==> config.mk <==
export PLATFORM = sky130hd
export DESIGN_NAME = scl_timing_gen
export DESIGN_NICKNAME = d
export VERILOG_FILES = /design/src/rtl/scl_gen_pkg.sv /design/src/rtl/scl_pad_sync.sv /design/src/rtl/scl_phase_timer.sv /design/src/rtl/scl_bit_fsm.sv /design/src/rtl/scl_timing_gen.sv
export SDC_FILE = /design/constraint.sdc
export NUM_CORES = 1
export LEC_CHECK = 0
export BUFFER_PORTS_ARGS = -buffer_cell sky130_fd_sc_hd__buf_4
export CAP_MARGIN = 40
export CORE_ASPECT_RATIO = 1.2
export CORE_MARGIN = 5
export CORE_UTILIZATION = 39
export CTS_CLUSTER_DIAMETER = 50
export DETAILED_ROUTE_END_ITERATION = 16
export SLEW_MARGIN = 20
export SYNTH_ARGS = -nofsm -noshare
export SYNTH_HDL_FRONTEND = slang
export SYNTH_SLANG_ARGS = --single-unit
==> constraint.sdc <==
create_clock -name clk -period 2.3 [get_ports clk]
set_input_delay 0.115 -clock clk [delete_from_list [all_inputs] [get_ports clk]]
set_output_delay 0.115 -clock clk [all_outputs]
set_load 0.01 [all_outputs]
==> src/rtl/scl_gen_pkg.sv <==
// Shared state encoding and state-class helpers for the SCL timing generator.
// Assumes: no other block decodes these encodings.
package scl_gen_pkg;

    typedef enum logic [2:0] {
        ST_IDLE       = 3'd0,
        ST_START_HOLD = 3'd1,
        ST_LOW        = 3'd2,
        ST_RISE       = 3'd3,
        ST_HIGH       = 3'd4,
        ST_STOP_LOW   = 3'd5,
        ST_STOP_RISE  = 3'd6,
        ST_STOP_HOLD  = 3'd7
    } scl_state_e;

    // True for states whose length is set by the phase timer.
    function automatic logic is_timed(scl_state_e s);
        return (s == ST_START_HOLD) || (s == ST_LOW) || (s == ST_HIGH) ||
               (s == ST_STOP_LOW) || (s == ST_STOP_HOLD);
    endfunction

    // True for states that pull SCL low.
    function automatic logic pulls_scl(scl_state_e s);
        return (s == ST_LOW) || (s == ST_STOP_LOW);
    endfunction

    // True for states that request SDA low (START and STOP forming).
    function automatic logic pulls_sda(scl_state_e s);
        return (s == ST_START_HOLD) || (s == ST_STOP_LOW) ||
               (s == ST_STOP_RISE) || (s == ST_STOP_HOLD);
    endfunction

    // True for states that count the low period.
    function automatic logic uses_low_count(scl_state_e s);
        return (s == ST_LOW) || (s == ST_STOP_LOW);
    endfunction

endpackage

==> src/rtl/scl_pad_sync.sv <==
// Synchronizer chain for the SCL pad readback.
// Assumes: the pad idles high, so every stage resets to 1; STAGES >= 2.
module scl_pad_sync #(
    parameter int STAGES = 2
) (
    input  logic clk,
    input  logic rst_n,
    input  logic pad_in,
    output logic level
);

    logic [STAGES-1:0] chain;

    for (genvar g = 0; g < STAGES; g++) begin : g_stage
        if (g == 0) begin : g_first
            // Capture the raw pad level.
            always_ff @(posedge clk) begin
                if (!rst_n) chain[0] <= 1'b1;
                else        chain[0] <= pad_in;
            end
        end else begin : g_next
            // Pass the level one stage along.
            always_ff @(posedge clk) begin
                if (!rst_n) chain[g] <= 1'b1;
                else        chain[g] <= chain[g-1];
            end
        end
    end

    assign level = chain[STAGES-1];

endmodule

==> src/rtl/scl_phase_timer.sv <==
// Down counter that times one SCL phase in prescaled ticks.
// A load captures the count (zero becomes one) and the divide setting.
// expire is 1 in the last clock of the phase, so the phase lasts count*D clocks.
// Assumes: the caller holds run high for the whole phase and loads at phase entry.
module scl_phase_timer #(
    parameter int CNT_W = 9
) (
    input  logic             clk,
    input  logic             rst_n,
    input  logic             load,
    input  logic [CNT_W-1:0] load_val,
    input  logic             div2,
    input  logic             run,
    output logic             expire
);

    localparam logic [CNT_W-1:0] ONE = CNT_W'(1);

    logic [CNT_W-1:0] remain;
    logic             half_q;
    logic             div2_q;
    logic             tick;

    assign tick   = !div2_q || half_q;
    assign expire = run && tick && (remain == ONE);

    // Load on phase entry, otherwise count ticks down to one.
    always_ff @(posedge clk) begin
        if (!rst_n) begin
            remain <= ONE;
            half_q <= 1'b0;
            div2_q <= 1'b0;
        end else if (load) begin
            remain <= (load_val == '0) ? ONE : load_val;
            half_q <= 1'b0;
            div2_q <= div2;
        end else if (run) begin
            half_q <= !half_q;
            if (tick && (remain != ONE)) remain <= remain - ONE;
        end
    end

endmodule

==> src/rtl/scl_bit_fsm.sv <==
// Sequencer for START, data-bit and STOP phases; drives SCL/SDA requests
// and registers the phase strobes.
// Assumes: scl_seen is the synchronized pad level; expire comes from the
// phase timer that this module loads.
module scl_bit_fsm
    import scl_gen_pkg::*;
#(
    parameter int CNT_W = 9
) (
    input  logic             clk,
    input  logic             rst_n,
    input  logic             enable,
    input  logic             cmd_start,
    input  logic             cmd_stop,
    input  logic             scl_seen,
    input  logic             expire,
    input  logic [CNT_W-1:0] low_cnt,
    input  logic [CNT_W-1:0] high_cnt,
    output logic             tmr_load,
    output logic [CNT_W-1:0] tmr_val,
    output logic             tmr_run,
    output logic             scl_oe,
    output logic             sda_pull,
    output logic             ph_change,
    output logic             ph_sample,
    output logic             ph_end
);

    scl_state_e state_q, state_d;
    logic       stop_pend_q;
    logic       seen_low_q;
    logic       released_high;
    logic       entering;

    assign released_high = seen_low_q && scl_seen;
    assign entering      = (state_d != state_q);

    // Next-state selection.
    always_comb begin
        state_d = state_q;
        if (!enable) begin
            state_d = ST_IDLE;
        end else begin
            unique case (state_q)
                ST_IDLE:       if (cmd_start) state_d = ST_START_HOLD;
                ST_START_HOLD: if (expire) state_d = ST_LOW;
                ST_LOW:        if (expire) state_d = ST_RISE;
                ST_RISE:       if (released_high) state_d = ST_HIGH;
                ST_HIGH:       if (expire) state_d = (stop_pend_q || cmd_stop) ? ST_STOP_LOW : ST_LOW;
                ST_STOP_LOW:   if (expire) state_d = ST_STOP_RISE;
                ST_STOP_RISE:  if (released_high) state_d = ST_STOP_HOLD;
                ST_STOP_HOLD:  if (expire) state_d = ST_IDLE;
                default:       state_d = ST_IDLE;
            endcase
        end
    end

    // Timer control: load at entry to a timed state, run while in one.
    always_comb begin
        tmr_load = entering && is_timed(state_d);
        tmr_val  = uses_low_count(state_d) ? low_cnt : high_cnt;
        tmr_run  = is_timed(state_q);
    end

    assign scl_oe   = pulls_scl(state_q);
    assign sda_pull = pulls_sda(state_q);

    // State register.
    always_ff @(posedge clk) begin
        if (!rst_n) state_q <= ST_IDLE;
        else        state_q <= state_d;
    end

    // Remember a stop request until the current bit ends.
    always_ff @(posedge clk) begin
        if (!rst_n) begin
            stop_pend_q <= 1'b0;
        end else if (!enable || (state_q == ST_IDLE) || (state_d == ST_STOP_LOW)) begin
            stop_pend_q <= 1'b0;
        end else if (cmd_stop && !pulls_sda(state_q)) begin
            stop_pend_q <= 1'b1;
        end
    end

    // Interlock: the released SCL counts as high only after a low was seen.
    always_ff @(posedge clk) begin
        if (!rst_n) begin
            seen_low_q <= 1'b0;
        end else if (entering && pulls_scl(state_d)) begin
            seen_low_q <= 1'b0;
        end else if (!scl_seen) begin
            seen_low_q <= 1'b1;
        end
    end

    // Registered phase strobes, one cycle at the matching state entry.
    always_ff @(posedge clk) begin
        if (!rst_n) begin
            ph_change <= 1'b0;
            ph_sample <= 1'b0;
            ph_end    <= 1'b0;
        end else begin
            ph_change <= entering && (state_d == ST_LOW);
            ph_sample <= entering && (state_d == ST_HIGH);
            ph_end    <= enable && (state_q == ST_HIGH) && expire;
        end
    end

endmodule

==> src/rtl/scl_timing_gen.sv <==
// SCL timing generator top: assembles the 9-bit counts, synchronizes the
// pad readback, and connects the sequencer to the phase timer.
// Assumes: scl_in is the open-drain SCL line; cnt_ext bit 7 extends the low
// count and bit 6 the high count.
module scl_timing_gen #(
    parameter int CNT_LO_W    = 8,
    parameter int SYNC_STAGES = 2
) (
    input  logic                clk,
    input  logic                rst_n,
    input  logic                enable,
    input  logic                presc_div2,
    input  logic [CNT_LO_W-1:0] low_cnt_lo,
    input  logic [CNT_LO_W-1:0] high_cnt_lo,
    input  logic [7:6]          cnt_ext,
    input  logic                cmd_start,
    input  logic                cmd_stop,
    input  logic                scl_in,
    output logic                scl_oe,
    output logic                sda_pull,
    output logic                ph_change,
    output logic                ph_sample,
    output logic                ph_end
);

    localparam int CNT_W = CNT_LO_W + 1;

    logic [CNT_W-1:0] low_cnt;
    logic [CNT_W-1:0] high_cnt;
    logic             scl_seen;
    logic             tmr_load;
    logic [CNT_W-1:0] tmr_val;
    logic             tmr_run;
    logic             expire;

    // Join each ninth bit above its low byte.
    assign low_cnt  = {cnt_ext[7], low_cnt_lo};
    assign high_cnt = {cnt_ext[6], high_cnt_lo};

    scl_pad_sync #(.STAGES(SYNC_STAGES)) u_sync (
        .clk    (clk),
        .rst_n  (rst_n),
        .pad_in (scl_in),
        .level  (scl_seen)
    );

    scl_phase_timer #(.CNT_W(CNT_W)) u_timer (
        .clk      (clk),
        .rst_n    (rst_n),
        .load     (tmr_load),
        .load_val (tmr_val),
        .div2     (presc_div2),
        .run      (tmr_run),
        .expire   (expire)
    );

    scl_bit_fsm #(.CNT_W(CNT_W)) u_fsm (
        .clk       (clk),
        .rst_n     (rst_n),
        .enable    (enable),
        .cmd_start (cmd_start),
        .cmd_stop  (cmd_stop),
        .scl_seen  (scl_seen),
        .expire    (expire),
        .low_cnt   (low_cnt),
        .high_cnt  (high_cnt),
        .tmr_load  (tmr_load),
        .tmr_val   (tmr_val),
        .tmr_run   (tmr_run),
        .scl_oe    (scl_oe),
        .sda_pull  (sda_pull),
        .ph_change (ph_change),
        .ph_sample (ph_sample),
        .ph_end    (ph_end)
    );

endmodule

### Word-level counts from Yosys, hierarchy flattened

Cells that the tools add are included.

* bits in read-only memories: 0
* RAM bits: 0
* memories kept: 0
* output and inout bits: 5
* bits in registers: 21
* word-level logic and storage cells: 84
* input port bits: 25
* bits in latches: 0

* multiply operators: 0
* mux-type cells: 16
* equal/unequal tests: 15
* reductions and logical operators: 40
* bitwise operators: 1
* add/subtract/negate cells: 1
* div/mod/pow operators: 0
* shift operators: 0
* order comparisons: 0

Operators by type and width (count)
* 9-bit 2-to-1 mux: 5
* 3-bit 2-to-1 mux: 10
* 3-bit case mux with 8 select lines: 1
* 3-bit == test (second input constant): 7
* 1-bit logical OR: 17
* 1-bit logical AND: 11
* 3-bit by 2-bit == test with 1-bit output (second input constant): 3
* 9-bit by 1-bit == test with 1-bit output (second input constant): 1
* 9-bit zero test: 1
* 9-bit by 1-bit inequality test with 1-bit output (second input constant): 1
* 9-bit by 1-bit subtractor with 9-bit output (second input constant): 1
* 3-bit by 1-bit == test with 1-bit output (second input constant): 2
* 2-bit OR reduction: 3
* 1-bit zero test: 4
* 2-bit nonzero test: 2
* 3-bit zero test: 1
* 3-bit inequality test: 1
* 2-bit AND reduction: 1
* 1-bit inverter: 1

### Logic depth before layout (Yosys ltp)

Gate-level depths: netlist (run 1).

* depth in word-level cells: 18
* depth in mapped cells: 11
* mapped depth without buffers: 10

### Modules after synthesis

Synthesis (run 1) repeated with hierarchy kept, for this count alone.

* cell total of the unflattened synthesis: 169
* area total of the unflattened synthesis: 1427.6 sq um

Modules (own cells, without submodules)
* scl_bit_fsm: sequential area each 160.2 sq um, instances 1, cells each 87, area an instance 724.4 sq um
* scl_phase_timer: sequential area each 220.2 sq um, instances 1, cells each 78, area an instance 650.6 sq um
* scl_pad_sync: sequential area each 40.0 sq um, instances 1, cells each 4, area an instance 52.6 sq um

### Least setup slack after synthesis (run 1)

OpenSTA, ideal clock, no wires.

* kind: register to register
* start: register u_timer.remain[1]
* end: register u_timer.remain[0]
* data required time: 2.164 ns
* setup time: 0.136 ns
* clock period less this slack: 2.388 ns
* arrival time: 2.252 ns
* buffers on the path: 1
* cell stages (with the launch flop): 12
* slack: -0.088 ns
* path through: dfxtp_1 -> inv_1 -> ha_1 -> nor4b_4 -> nand3_2 -> mux2_4 -> a21o_4 -> mux2_4 -> buf_6 -> a211o_1 -> nand3_2 -> o211ai_2

* cells in the longest elaborated chain, start to end: 13
* elaborated cells on any way between the ends: 30
* those cells by class: 8 x eq/ne; 10 x mux; 12 x reduce/logical

Ends and longest elaborated chain
* start: declaration: line scl_phase_timer.sv:19 `logic [CNT_W-1:0] remain;`
* start signal: assignment: line scl_phase_timer.sv:34 `remain <= (load_val == '0) ? ONE : load_val;`
* start signal: assignment: line scl_phase_timer.sv:39 `if (tick && (remain != ONE)) remain <= remain - ONE;`
* parallel branches: the longest is 13 deep, another holds 9-bit by 1-bit == test with 1-bit output

Parallel ways; which one is timed is not known.
A chain may end at the register's enable or synchronous reset.

### Worst setup path after layout (run 1)

* start: register u_timer.remain[1]
* end: register u_timer.remain[2]

The elaborated chain is that of the path after synthesis.

==> impl_summary.txt, run 1 <==
----------------------------------------------------
[Synth]
  Synthesized area per cell ... 8.32 sq um
  Leading cell type by number of instances after synthesis ... sky130_fd_sc_hd__dfxtp_1
  Number of storage elements in the synthesis netlist ... 21
  Seq/Total Area, Yosys ... 0.306
  Instance count of the mapped netlist ... 165
  Most frequent cells after synthesis ... sky130_fd_sc_hd__dfxtp_1, sky130_fd_sc_hd__nand2_1, sky130_fd_sc_hd__nor2_1
  Number of flops mapped to enable cells by yosys ... 0
  Synth unique cells ... 44
  Primary FF master, synth ... sky130_fd_sc_hd__dfxtp_1
  Post-synth net total ... 192
  Cell type with the largest total area after synthesis ... sky130_fd_sc_hd__dfxtp_1
  Combined area of all synthesized cells ... 1370 sq um
  Async S/R FF share, synth ... 0
  Area fraction of the dominant cell type after synthesis ... 0.306
  Synth Warn # ... 0
  Cell types with the largest area share after synthesis ... sky130_fd_sc_hd__dfxtp_1, sky130_fd_sc_hd__nand2_1, sky130_fd_sc_hd__mux2i_1, sky130_fd_sc_hd__nor2_1, sky130_fd_sc_hd__xnor2_1

[Pwr]
  Pleak ... 1.00 nW
  Reg power frac ... 0.395
  Comb pwr share ... 0.369
  Net load switching power ... 0.321 mW
  Pwr Total ... 1.04 mW
  Internal power consumption ... approximately 0.7 mW
  Part of the power in the clock network ... 0.236
  Switching portion of total power ... 0.308
  Maximum resistive drop on vdd ... 0.000364 V
  Total power density per cell area ... 482 nW/um^2

[Placed design]
  Pre-CTS worst setup slack ... -166 ps
  Weighted congestion at the end of routability-driven global placement ... between 0.8 and 0.9
  Port Buf Inserts ... 29
  Post-DP HPWL ... 3.30 mm

[GRT]
  Layer carrying the most global-route usage ... met2
  Pin count of the biggest net entering global routing ... 17
  Met2 track utilization from global routing ... 0.383
  Number of antenna violations at the first check in global routing ... 0
  Via count of the first global-routing pass ... 1,612
  Met1 Use GR ... 0.179
  Remaining Overflow, GRT ... 0
  Global-route wire length before repair ... 7.03 mm
  Global-route total usage across every layer ... 0.184
  Met3 GRT Util ... 0.0299

[Die]
  Row count ... 23
  Core footprint ... roughly 3400 sq um
  Initial cell density of the core ... 0.408
  Chip Height ... 75.0 um
  Die width ... between 60 and 70 um
  # IOs ... 30
  Total die area ... 4810 sq um

[STA]
  Final period utilization ... 1.05
  Setup repair after global routing missed its margin ... yes
  Slew at the pin closest to its max-slew limit ... roughly 410 ps
  Timing-limited maximum frequency ... 415 MHz
  Crit path time final ... 2410 ps
  Number of setup violations in the final report ... 8
  Final worst clock skew ... around 1.9 ps
  Pins over their slew limit ... 0
  Final count of hold timing violations ... 0
  Headroom to the max-slew limit ... 0.725
  Min setup slack post-route ... -108 ps

[Final layout]
  Filler instances ... 280
  P&R area growth vs syn ... 57.3%
  Area used by multi-input combinational logic ... around 1000 sq um
  Layout cell share with drive strength beyond 1 ... 0.469
  Diode count ... 0
  Area taken by flip-flops and latches ... around 420 sq um
  Final layout net count ... approximately 270

[Detailed routing]
  Iteration-0 DRC Markers ... 77
  Total via count after detailed routing ... 1,584
  Final wirelength ... 4.40 mm
  Number of iterations in the first detailed-routing pass ... 4
  Routed Antenna Nets ... 0
  Final routed DRC violation total ... 0
  Post-DR wirelength/cell ... 15.7 um
  Mean number of vias per cell ... 5.66

[CTS]
  Clk slew on worst S/H paths ... approximately 80 ps
  H-Tree Depth ... 1
  Number of buffers created by CTS ... 3
  Longest Clk Path Bufs ... 2
  Cell chosen for the clock root ... sky130_fd_sc_hd__clkbuf_8
  Clock sink count ... 21
  Cts-stage hold buffer count ... 0
  Clock latency at the later pin of the worst-skew pair ... 260 ps
  Clock tree from TritonCTS ... yes

[Min path]
  Class of the tightest hold or removal check ... input port to register

[Status]
  Status ... finished, violations left
  Violated checks ... negative setup slack

[Worst setup path]
  Worst setup EP type ... register
  Critical Path Fanout Max ... 8
  Data required time of the worst path ... 2440 ps
  Launching element type of the critical path ... register
  Arrival @ worst endpoint ... 2550 ps
  Kind of critical path ... register to register

[Flow run]
  Total of max-cap violations ... 0

----------------------------------------------------
==> sequential cells by signal, indices dropped and copies added (netlist names) <==
register and cells:
u_timer.div2_q 1, u_sync.chain 1, u_timer.remain 9, u_fsm.ph_end 1, u_timer.half_q 1, u_fsm.seen_low_q 1, u_fsm.ph_change 1, u_sync.level 1
u_fsm.state_q 3, u_fsm.ph_sample 1, u_fsm.stop_pend_q 1
==> path summary, 6_finish.rpt <==
path	from	end	slack, ps	cells after the start
max	u_timer.remain[1]	u_timer.remain[2]	-110	10
min	scl_in	u_sync.chain[0]	50	2
max reg2reg	u_timer.remain[1]	u_timer.remain[2]	-110	10
min reg2reg	u_sync.chain[0]	u_sync.level	430	1
==> critical path: stages (launching register included) <==
cell	delay, ps
sky130_fd_sc_hd__dfxtp_2	330
sky130_fd_sc_hd__inv_2	70
sky130_fd_sc_hd__ha_4	120
sky130_fd_sc_hd__nor4b_4	240
sky130_fd_sc_hd__nand3_2	150
sky130_fd_sc_hd__mux2_4	330
sky130_fd_sc_hd__a21o_4	220
sky130_fd_sc_hd__mux2_4	360
sky130_fd_sc_hd__mux2_4	310
sky130_fd_sc_hd__nand3_2	70
sky130_fd_sc_hd__o311ai_2	80
==> stage by stage <==
stage          cell area, sq um  hold slack [ps]  setup TNS, ps  utilization  cells
3_3_place_gp               1890              298           -555        0.562    263
3_5_place_dp               1890              321          -1570        0.562    263
4_1_cts                    2030             46.5           -519        0.604    274
6_report                   2160             50.2           -489        0.641    280
5_1_grt                    2160             44.8          -1630        0.641    280
2_1_floorplan              1380              188          -53.8            -    165
==> power groups by stage <==
stage	registers (mW)	logic [mW]	clock network, mW
after CTS	0.410	0.351	0.250
after detailed placement	0.417	0.315	0
after global placement	0.416	0.306	0
after floorplan	0.416	0.168	0
final	0.411	0.385	0.246
after global routing	0.414	0.413	0.267
==> logic make-up after synthesis <==
group | Yosys count | synth area share
compound gates | 38 | 0.211
xor+xnor | 9 | 0.0574
mux | 9 | 0.0738
flops | 21 | 0.306
buf+inv | 15 | 0.0510
simple gates | 71 | 0.283
fa+ha+maj | 2 | 0.0182
==> metal layers <==
layer	vias up	part of all wire
li1	772	-
met1	748	0.37
met2	53	0.57
met3	11	0.043
met4	0	0.022
met5	-	0
==> layout by cell type, fill, tap and decap left out, drive strengths merged, types with 2 or more instances in the layout <==
cell / Yosys / routed
nand4: 4 / 4
o32ai: 2 / 2
mux2i: 6 / 6
ha: 2 / 2
a211oi: 2 / 2
nand3: 9 / 9
nor3: 4 / 4
dfxtp: 21 / 21
a21oi: 5 / 5
nor4: 8 / 8
nand2b: 4 / 4
nor2: 15 / 15
o211a: 4 / 5
a31oi: 5 / 5
o211ai: 2 / 2
mux2: 3 / 3
xnor2: 6 / 6
o21ai: 6 / 6
inv: 8 / 8
clkbuf: 1 / 4
nor2b: 2 / 2
xor2: 3 / 3
o311ai: 4 / 4
and3: 2 / 2
nand2: 19 / 19
buf: 6 / 80
==> area by class of cell <==
cell class,instances,share of cell area
inverters,8,0.0139
clock buffers,4,0.0209
multi-input cells,130,0.462
flip-flops and latches,21,0.196
repair buffers,80,0.285
well taps,37,0.0214
==> timing repair <==
action,4_1_cts,5_1_grt
gates resized for setup,11,16
endpoints found under the setup margin,11,12
pin swaps,6,6
setup buffers,7,5
cloned,0,1
hold endpoints to repair,0,0
Power figures use the tool's default switching activity.
==> run 2: changes to the inputs <==
Settings changed: CTS_BUF_LIST set to sky130_fd_sc_hd__clkbuf_8 sky130_fd_sc_hd__clkbuf_16.
==> run 2 against run 1 <==
Non-clock buffer count is the same. Largest power group unchanged. Core utilization is the same. Worst hold slack lost 3.2 ps. The flow still finishes with violations (negative setup slack). Clock power shrank 2%. Maximum frequency is essentially flat. First-iteration DRC count is the same. Global-route usage is the same. Critical path depth is the same. Cell count is the same. Setup slack is essentially flat. Critical path type unchanged.
==> impl_summary.txt, run 2 (synthesis gave the netlist of run 1 again) <==
----------------------------------------------------
[Min path]
  Class of the tightest hold or removal check ... input port to register

[Pwr]
  Pleak ... 1.01 nW (+0.41%)
  Total power density per cell area ... 480 nW/um^2 (-0.51%)
  Reg power frac ... 0.396 (about the same)
  Maximum resistive drop on vdd ... 0.000355 V (-2.4%)
  Comb pwr share ... 0.370 (about the same)
  Net load switching power ... 0.320 mW (-0.28%)
  Part of the power in the clock network ... 0.233 (-0.003)
  Switching portion of total power ... 0.308 (+0.000710)
  Internal power consumption ... 0.717 mW (-0.61%)

[Status]
  Violated checks ... negative setup slack
  Status ... finished, violations left

[Final layout]
  P&R area growth vs syn ... 57.3% (unchanged)
  Most flop-heavy register ... u_timer.remain
  Number of cells in the finished layout apart from fillers ... 280 (unchanged)
  Filler instances ... 280 (unchanged)
  Biggest regs ... u_timer.remain (9), u_fsm.state_q (3)
  Highest-count cells in the layout ignoring fill and taps ... sky130_fd_sc_hd__buf_4, sky130_fd_sc_hd__nand2_1, sky130_fd_sc_hd__dfxtp_1
  Final non-filler cell area ... 2160 sq um (unchanged)
  Diode count ... 0 (unchanged)
  Max reg flops ... 9 (unchanged)
  Final layout net count ... 271 (unchanged)
  Core occupancy in the finished layout ... 0.641 (unchanged)
  Most frequent standard cell in the layout excluding fill and tap cells ... sky130_fd_sc_hd__buf_4
  Layout cell share with drive strength beyond 1 ... 0.469 (unchanged)

[CTS]
  H-Tree Depth ... 1 (unchanged)
  Clock tree from TritonCTS ... yes
  Cts-stage hold buffer count ... 0 (unchanged)
  Clock latency at the later pin of the worst-skew pair ... 260 ps (about the same)
  Clock sink count ... 21 (unchanged)
  Cell chosen for the clock root ... sky130_fd_sc_hd__clkbuf_8
  Clk slew on worst S/H paths ... 80 ps (about the same)
  Number of buffers created by CTS ... 3 (unchanged)
  Longest Clk Path Bufs ... 2 (unchanged)

[GRT]
  Global-route wire length before repair ... 7.03 mm (unchanged)
  Pin count of the biggest net entering global routing ... 17 (unchanged)
  Remaining Overflow, GRT ... 0 (unchanged)
  Number of antenna violations at the first check in global routing ... 0 (unchanged)
  Via count of the first global-routing pass ... 1,612 (unchanged)
  Global-route total usage across every layer ... 0.184 (unchanged)

[STA]
  Min setup slack post-route ... -108 ps (-0.0520 ps)
  Timing-limited maximum frequency ... 415 MHz (about the same)
  Setup repair after global routing missed its margin ... yes
  Crit path time final ... 2410 ps (+0.0520 ps)
  Number of setup violations in the final report ... 8 (unchanged)
  Final count of hold timing violations ... 0 (unchanged)
  Pins over their slew limit ... 0 (unchanged)
  Final period utilization ... 1.05 (about the same)
  Headroom to the max-slew limit ... 0.727 (+0.00226)
  Final worst clock skew ... 1.67 ps (-0.185 ps)
  Slew at the pin closest to its max-slew limit ... 403 ps (-3.34 ps)
  Worst hold slack ... 46.9 ps (-3.25 ps)

[Detailed routing]
  Final wirelength ... 4.37 mm (-0.55%)
  Mean number of vias per cell ... 5.69 (+0.51%)
  Iteration-0 DRC Markers ... 77 (unchanged)
  Post-DR wirelength/cell ... 15.6 um (-0.55%)
  Routed Antenna Nets ... 0 (unchanged)
  Final routed DRC violation total ... 0 (unchanged)
  Total via count after detailed routing ... 1,592 (+0.51%)
  Number of iterations in the first detailed-routing pass ... 4 (unchanged)

[Flow run]
  Total of max-cap violations ... 0 (unchanged)

[Worst setup path]
  Kind of critical path ... register to register
  Arrival @ worst endpoint ... 2550 ps (about the same)
  Combined buffer and inverter count along the critical path ... 1 (unchanged)
  Worst path cell trace ... inv_2, ha_4, nor4b_4, nand3_2, mux2_4, a21o_4, mux2_4, mux2_4, nand3_2, o311ai_2
  Worst setup EP type ... register
  Standard cell with the maximum stage delay on the critical path ... sky130_fd_sc_hd__mux2_4
  Launching element type of the critical path ... register
  Largest incremental delay on the critical path ... 360 ps (about the same)
  Most numerous cell on the critical path ... sky130_fd_sc_hd__mux2_4
  Crit-path leading delay family ... multiplexers
  Data required time of the worst path ... 2440 ps (about the same)
  Critical Path Fanout Max ... 8 (unchanged)

[Placed design]
  Pre-CTS worst setup slack ... -166 ps (unchanged)
  Post-DP HPWL ... 3.30 mm (unchanged)
  Port Buf Inserts ... 29 (unchanged)
  Weighted congestion at the end of routability-driven global placement ... 0.861 (unchanged)
  Placed standard-cell area ... 1890 sq um (unchanged)
  Placed Instances ... 263 (unchanged)

[Die]
  Core footprint ... 3370 sq um (unchanged)
  # IOs ... 30 (unchanged)
  Die width ... 64.2 um (unchanged)
  Initial cell density of the core ... 0.408 (unchanged)
  Chip Height ... 75.0 um (unchanged)
  Total die area ... 4810 sq um (unchanged)
  Row count ... 23 (unchanged)

----------------------------------------------------
## run 2: changes by cell type in the layout (fill, tap and decap cells not counted)
cell                       change
sky130_fd_sc_hd__clkbuf_1      -1
sky130_fd_sc_hd__inv_1         +1
## run 2: repair_timing
item                       CTS  global route
buffers inserted             7             5
pin swaps                    6             6
setup endpoints to repair   11            12
resized for setup           11            16
cloned                       0             1
## run 2: final cells by class
| class | instances | area, sq um | share of cell area |
|---|---|---|---|
| Inverter | 8 | 30.0 | 0.0139 |
| Timing Repair Buffer | 80 | 616 | 0.285 |
| Clock buffer | 3 | 41.3 | 0.0191 |
| Clock inverter | 1 | 3.75 | 0.00174 |
| Multi-Input combinational cell | 130 | 998 | 0.462 |
| Tap cell | 37 | 46.3 | 0.0214 |
| Sequential cell | 21 | 424 | 0.196 |
## run 2: final timing paths
kind	startpoint	to	slack, ps	cells after the start
worst max-delay path	u_timer.remain[1]	u_timer.remain[2]	-110	10
worst min-delay path	scl_in	u_sync.chain[0]	50	2
worst max register to register	u_timer.remain[1]	u_timer.remain[2]	-110	10
worst min register to register	u_sync.chain[0]	u_sync.level	430	1
## run 2: layer usage
layer / global-route usage / share of wire
met3: 0.0299 / 0.046
met1: 0.179 / 0.36
met5: 0 / 0
met2: 0.383 / 0.57
met4: 0.0679 / 0.022
## run 2: per-stage QoR
| stage | setup TNS, ps | total power, mW |
|---|---|---|
| after floorplan | -53.8 | 0.584 |
| after global placement | -555 | 0.722 |
| after detailed placement | -1570 | 0.732 |
| after CTS | -520 | 1.01 |
| after global routing | -1640 | 1.09 |
| final | -493 | 1.04 |
## run 2: worst register-to-register path, cell delays in order (launching register included)
cell,delay [ps]
sky130_fd_sc_hd__dfxtp_2,330
sky130_fd_sc_hd__inv_2,70
sky130_fd_sc_hd__ha_4,120
sky130_fd_sc_hd__nor4b_4,240
sky130_fd_sc_hd__nand3_2,150
sky130_fd_sc_hd__mux2_4,330
sky130_fd_sc_hd__a21o_4,220
sky130_fd_sc_hd__mux2_4,360
sky130_fd_sc_hd__mux2_4,320
sky130_fd_sc_hd__nand3_2,80
sky130_fd_sc_hd__o311ai_2,80
## run 2: power by group through the flow
stage	sequential, mW	clock [mW]	combinational [mW]
finish	0.411	0.242	0.384
detailed placement	0.417	0	0.315
floorplan	0.416	0	0.168
global placement	0.416	0	0.306
global route	0.414	0.262	0.413
CTS	0.410	0.246	0.351
